$ cat src/rtl/quiz_lockout.sv
module quiz_lockout #(
  parameter int N_PLAYERS = 8,
  localparam int ID_W = $clog2(N_PLAYERS + 1)
) (
  input  logic                 clk,
  input  logic                 rst,
  input  logic                 arm,
  input  logic                 clear,
  input  logic [N_PLAYERS-1:0] btn,
  output logic [N_PLAYERS-1:0] led,
  output logic [ID_W-1:0]      winner_id,
  output logic                 winner_valid,
  output logic                 armed
);

  logic [N_PLAYERS-1:0] btn_q;
  logic [N_PLAYERS-1:0] rise;
  logic [N_PLAYERS-1:0] first_hot;
  logic [ID_W-1:0]      first_id;
  logic                 take;

  assign rise = btn & ~btn_q;
  assign take = armed & ~winner_valid & (|rise);

  always_comb begin
    first_id  = '0;
    first_hot = '0;
    for (int i = N_PLAYERS - 1; i >= 0; i--) begin
      if (rise[i]) begin
        first_id     = ID_W'(i + 1);
        first_hot    = '0;
        first_hot[i] = 1'b1;
      end
    end
  end

  always_ff @(posedge clk) begin
    btn_q <= btn;
    if (rst || clear) begin
      armed        <= 1'b0;
      winner_valid <= 1'b0;
      winner_id    <= '0;
      led          <= '0;
    end else if (!winner_valid) begin
      if (take) begin
        winner_valid <= 1'b1;
        winner_id    <= first_id;
        led          <= first_hot;
        armed        <= 1'b0;
      end else if (arm) begin
        armed <= 1'b1;
      end
    end
  end

  AST_RESET_IDLE: assert property (@(posedge clk) rst |=> !winner_valid && !armed && led == '0 && winner_id == '0);
  AST_NO_CAPTURE_CLOSED: assert property (@(posedge clk) disable iff (rst) (!armed && !winner_valid) |=> !winner_valid);
  AST_ONE_LED: assert property (@(posedge clk) disable iff (rst) $onehot0(led) && (winner_valid == (|led)));
  AST_ID_RANGE: assert property (@(posedge clk) disable iff (rst) winner_valid |-> (winner_id != '0 && winner_id <= ID_W'(N_PLAYERS)));
  AST_HOLD: assert property (@(posedge clk) disable iff (rst) (winner_valid && !clear) |=> winner_valid && $stable(winner_id) && $stable(led) && !armed);
  AST_CLEAR: assert property (@(posedge clk) disable iff (rst) clear |=> !winner_valid && !armed && led == '0);

endmodule

$ cat config.mk
export PLATFORM = sky130hd
export DESIGN_NAME = quiz_lockout
export DESIGN_NICKNAME = d
export VERILOG_FILES = /design/src/rtl/quiz_lockout.sv
export SDC_FILE = /design/constraint.sdc
export NUM_CORES = 1
export LEC_CHECK = 0
export BUFFER_PORTS_ARGS = -buffer_cell sky130_fd_sc_hd__buf_2
export CAP_MARGIN = 20
export CORE_AREA = 2 2 44 46
export DETAILED_ROUTE_END_ITERATION = 16
export DIE_AREA = 0 0 46 48
export PLACE_DENSITY = 0.78
export SETUP_SLACK_MARGIN = 0.15
export SLEW_MARGIN = 20
export SYNTH_ARGS = -nofsm -noshare
export SYNTH_HDL_FRONTEND = slang
export SYNTH_SLANG_ARGS = --single-unit
$ cat constraint.sdc
create_clock -name clk -period 3.9 [get_ports clk]
set_input_delay 0.585 -clock clk [delete_from_list [all_inputs] [get_ports clk]]
set_output_delay 0.585 -clock clk [all_outputs]
set_load 0.05 [all_outputs]
# Yosys cells after proc, flatten, opt, wreduce, memory -nomap -nowiden
# Index checks and enable logic that the tools add are counted.
classes:
  mux: 20
  n_bitwise: 5
  reduce_logical: 5
op_table:
  columns: ["cell", "count"]
  rows:
  - ["$mux 8", 8]
  - ["$mux 4", 8]
  - ["$and 8x8->8", 1]
  - ["$not 8->8", 1]
  - ["$reduce_or 8->1", 1]
  - ["$mux 1", 4]
  - ["$reduce_and 2->1", 2]
  - ["$and 1x1->1", 2]
  - ["$reduce_bool 2->1", 1]
  - ["$logic_or 1x1->1", 1]
  - ["$not 1->1", 1]
word_totals:
  register_bits: 22
  inputBits: 12
  out_inout_bits: 14

# Depth between registers and ports, before layout
depth:
  depth_word: 10
  depth_mapped: 6

# Worst setup path before layout
# No wires, ideal clock.
synth_path:
  path_type: "input-to-reg"
  from: "input port btn[3]"
  to: "register led[4]"
  t_arrival_ps: 1532
  t_required_ps: 3784
  setup_slack_ps: 2252
  path_stages: 4
  n_path_buf: 0
  path_cell_list: "nor2b_4 > nor4_4 > a31oi_2 > a41o_1"
synth_between:
  elab_chain_cells: 5
  elab_cells_between_ends: 8
  cone_classes: "mux (4); bitwise (2); reduce/logical (2)"
synth_rtl:
  columns: ["item", "line", "source"]
  rows:
  - ["start: declaration", "9", "input logic [N_PLAYERS-1:0] btn,"]
  - ["$and 8x8->8 *", "22", "assign rise = btn & ~btn_q;"]
  - ["$mux 8 (4 in a row)", "29", "if (rise[i]) begin"]
  - ["end signal: assignment", "48", "led <= first_hot;"]
  - ["end: declaration", "10", "output logic [N_PLAYERS-1:0] led,"]
# Mark *: on every way between the ends. The rest lies on a longest branch, timed or not.
# A chain may end at the register's enable or synchronous reset.

# Final worst setup path
layout_path:
  from: "register armed"
  to: "output port armed"
layout_rtl:
  columns: ["item", "line", "source"]
  rows:
  - ["start: declaration", "13", "output logic armed"]
  - ["start signal: assignment", "40", "armed <= 1'b0;"]
  - ["start signal: assignment", "49", "armed <= 1'b0;"]
  - ["start signal: assignment", "51", "armed <= 1'b1;"]
# No word-level cell between the ends.

==> out/qor.yml <==
path_clk_slew_ps: 120
holdBufCountCts: 0
finalCriticalPeriod_ps: 1580
clk_latency_ps: 310
die_h_um: 48
fin_crit_sh: 0.406
routed_via_density: 5.33
post-route-util: 0.598
routed_wl_mm: 1.60
crit_required_ps: 3310
critical_path_buf_inv_count: 1
pre_cts_ws_ps: 2030
grt_pass1_wl_mm: 2.48
syn_avg_cell_area_sq_um: 9.98
tightestPinTransition_ps: 435
post_cts_buffers: 0
htreeDepth: 1
clock-sinks: 21
antenna_found_initial: 0
fmax_ghz: 0.631
crit_end: "armed"
synth_compound_area_frac: 0.155
leakage_uw: 0.000444
crit_family: "flip-flops"
firstDrtPassIters: 4
cts-buffers-inserted: 3
crit_cells: 1
vias: 688
ctsLongestPathBuffers: 2
grt_max_degree: 13
postSynthCellCount: 86
synth_top_family_by_area: "simple AND/OR/NAND/NOR gates"
synthAdderAreaFrac: 0
synth_xor_area_frac: 0
synth_seq_cells: 21
critPathMaxFanout: 5
die_w_um: 46
ys_seq_area_frac: 0.490
hold_viol: 0
max_cap_viol_count: 0
rsz0062_at_grt: "no"
dpl_cell_area_sq_um: 982
io_buffers: 25
ir_drop_v: 0.000251
worst_slack_ps: 2320
r2r_setup_slack_ps: 2370
core_sq_mm: 0.00169
slew_violations: 0
root_buffer: "clkbuf_4"
drive_gt1_frac: 0.375
maxSlewHeadroom: 0.709
crit_type: "reg2out"
track_usage: 0.161
area_growth_pct: 17.6
cellPowerDensity_mw_per_mm2: 376
final_nets: 125
wl_per_cell_um: 12.4
first_iter_violations: 18
io-pin-count: 26
critPathLaunchType: "flop"
max_stage_delay_ps: 400
ys_warn_count: 0
cp_cell_sequence: "buf_2"
grt_overflow: 0
r2r-start: "btn_q[2]"
fin_area_sq_mm: 0.00101
diodes: 0
yosys.area_share.simple: 0.325
synthMuxAreaShare: 0
tns_ps: 0
synthesis.area_sq_um: 858
synth_nets: 98
gp_congestion: 0.785
crit_path_end_kind: "output pin"
ant_nets: 0
drc: 0
reg2reg_depth: 5
cp-startpoint: "armed"
slowest_stage: "dfxtp_1"
fp.dieArea_sq_mm: 0.00221
initial_core_util: 0.508
rows: 15
cts_resized: 0
setup_viol: 0
r2r_end: "led[7]"
outcome: "finished, final reports clean"
place_hpwl_mm: 1.22
hold_depth: 1
cp.arrival_ps: 1000
clock_skew_ps: 13.0
tritoncts: "built"
synth.distinct_cells: 32
hold_class: "in2reg"
first_global_vias: 558
routing by layer:
| layer | part of all wire | up-vias | global-route usage |
|---|---|---|---|
| met2 | 0.47 | 21 | 0.256 |
| met5 | 0 | - | 0 |
| met1 | 0.45 | 307 | 0.206 |
| li1 | - | 356 | - |
| met4 | 0.0063 | 0 | 0.0343 |
| met3 | 0.068 | 4 | 0.0679 |
placed cells by master, fill, tap and decap left out, types with 2 or more instances in the layout:
cell       n
buf_2     25
dfxtp_1   21
a21oi_1   10
nor2_1     9
nand2_1    8
nand3_1    5
nand2b_1   3
nor3_1     3
clkbuf_4   3
nor2b_4    2
nand2b_4   2
kinds of logic (layout without fill, tap and decap cells):
kind of cell	Yosys count	after routing
DFF	21	21
buffers and inverters	4	30
and+or+nand+nor	43	43
AOI/OAI and AO/OA	18	18
stage by stage:
step	total power (uW)	hold WS, ps	std cells
floorplan	268	532	86
global placement	281	437	125
detailed placement	282	441	125
CTS	384	373	129
global route	398	361	129
finish	380	381	129
sequential cells by signal (all words and copies together) (netlist names):
| name | cells |
|---|---|
| led | 8 |
| winner_id | 3 |
| armed | 1 |
| winner_valid | 1 |
| btn_q | 8 |
how the worst min path moves through the flow:
stage / startpoint / to / slack, ps
3_5_place_dp: winner_id[1] / winner_id[1] / 440
2_1_floorplan: btn_q[5] / led[5] / 530
5_1_grt: btn[3] / btn_q[3] / 360
3_3_place_gp: led[5] / led[5] / 440
4_1_cts: btn[3] / btn_q[3] / 370
6_report: btn[7] / btn_q[7] / 380
cell usage after synthesis:
master,n,area share
a31oi_2,1,0.015
dfxtp_1,21,0.49
a21oi_1,10,0.058
nor3_2,1,0.012
nand4b_1,1,0.010
a211oi_2,1,0.015
and2b_1,1,0.0087
nand2b_1,3,0.022
and3_1,1,0.0073
clkbuf_1,1,0.0044
o21ai_0,1,0.0058
and3_4,1,0.013
buf_6,1,0.013
inv_1,1,0.0044
or3_1,1,0.0073
nor3_1,3,0.017
nor4_4,1,0.025
nand2b_4,2,0.032
and2b_2,1,0.010
nand3_1,5,0.029
a31o_4,1,0.020
buf_4,1,0.0087
o31ai_1,1,0.0087
a41o_1,1,0.012
nand2_1,8,0.035
a311oi_1,1,0.010
nor2_1,9,0.039
o311ai_0,1,0.010
nand4_1,1,0.0073
or2_2,1,0.0073
nor2b_2,1,0.010
nor2b_4,2,0.032
power by group:
| group | internal (uW) | switching (uW) | leakage (uW) | total, uW |
|---|---|---|---|---|
| Sequential | 221 | 3.36 | 0.000173 | 224 |
| Clock | 38.3 | 64.3 | 0.0000177 | 103 |
| Combinational | 20.0 | 33.2 | 0.000254 | 53.2 |
| Total | 279 | 101 | 0.000444 | 380 |
area by class of cell:
class / instances / area [sq um]
fill: 156 / 679
sequential: 21 / 420
multi-input combinational: 61 / 412
timing repair buffer: 25 / 125
clock buffer: 3 / 22.5
tap: 17 / 21.3
clock inverter: 1 / 5.00
inverter: 1 / 3.75
Note: power is estimated with default switching activity, not from simulation.
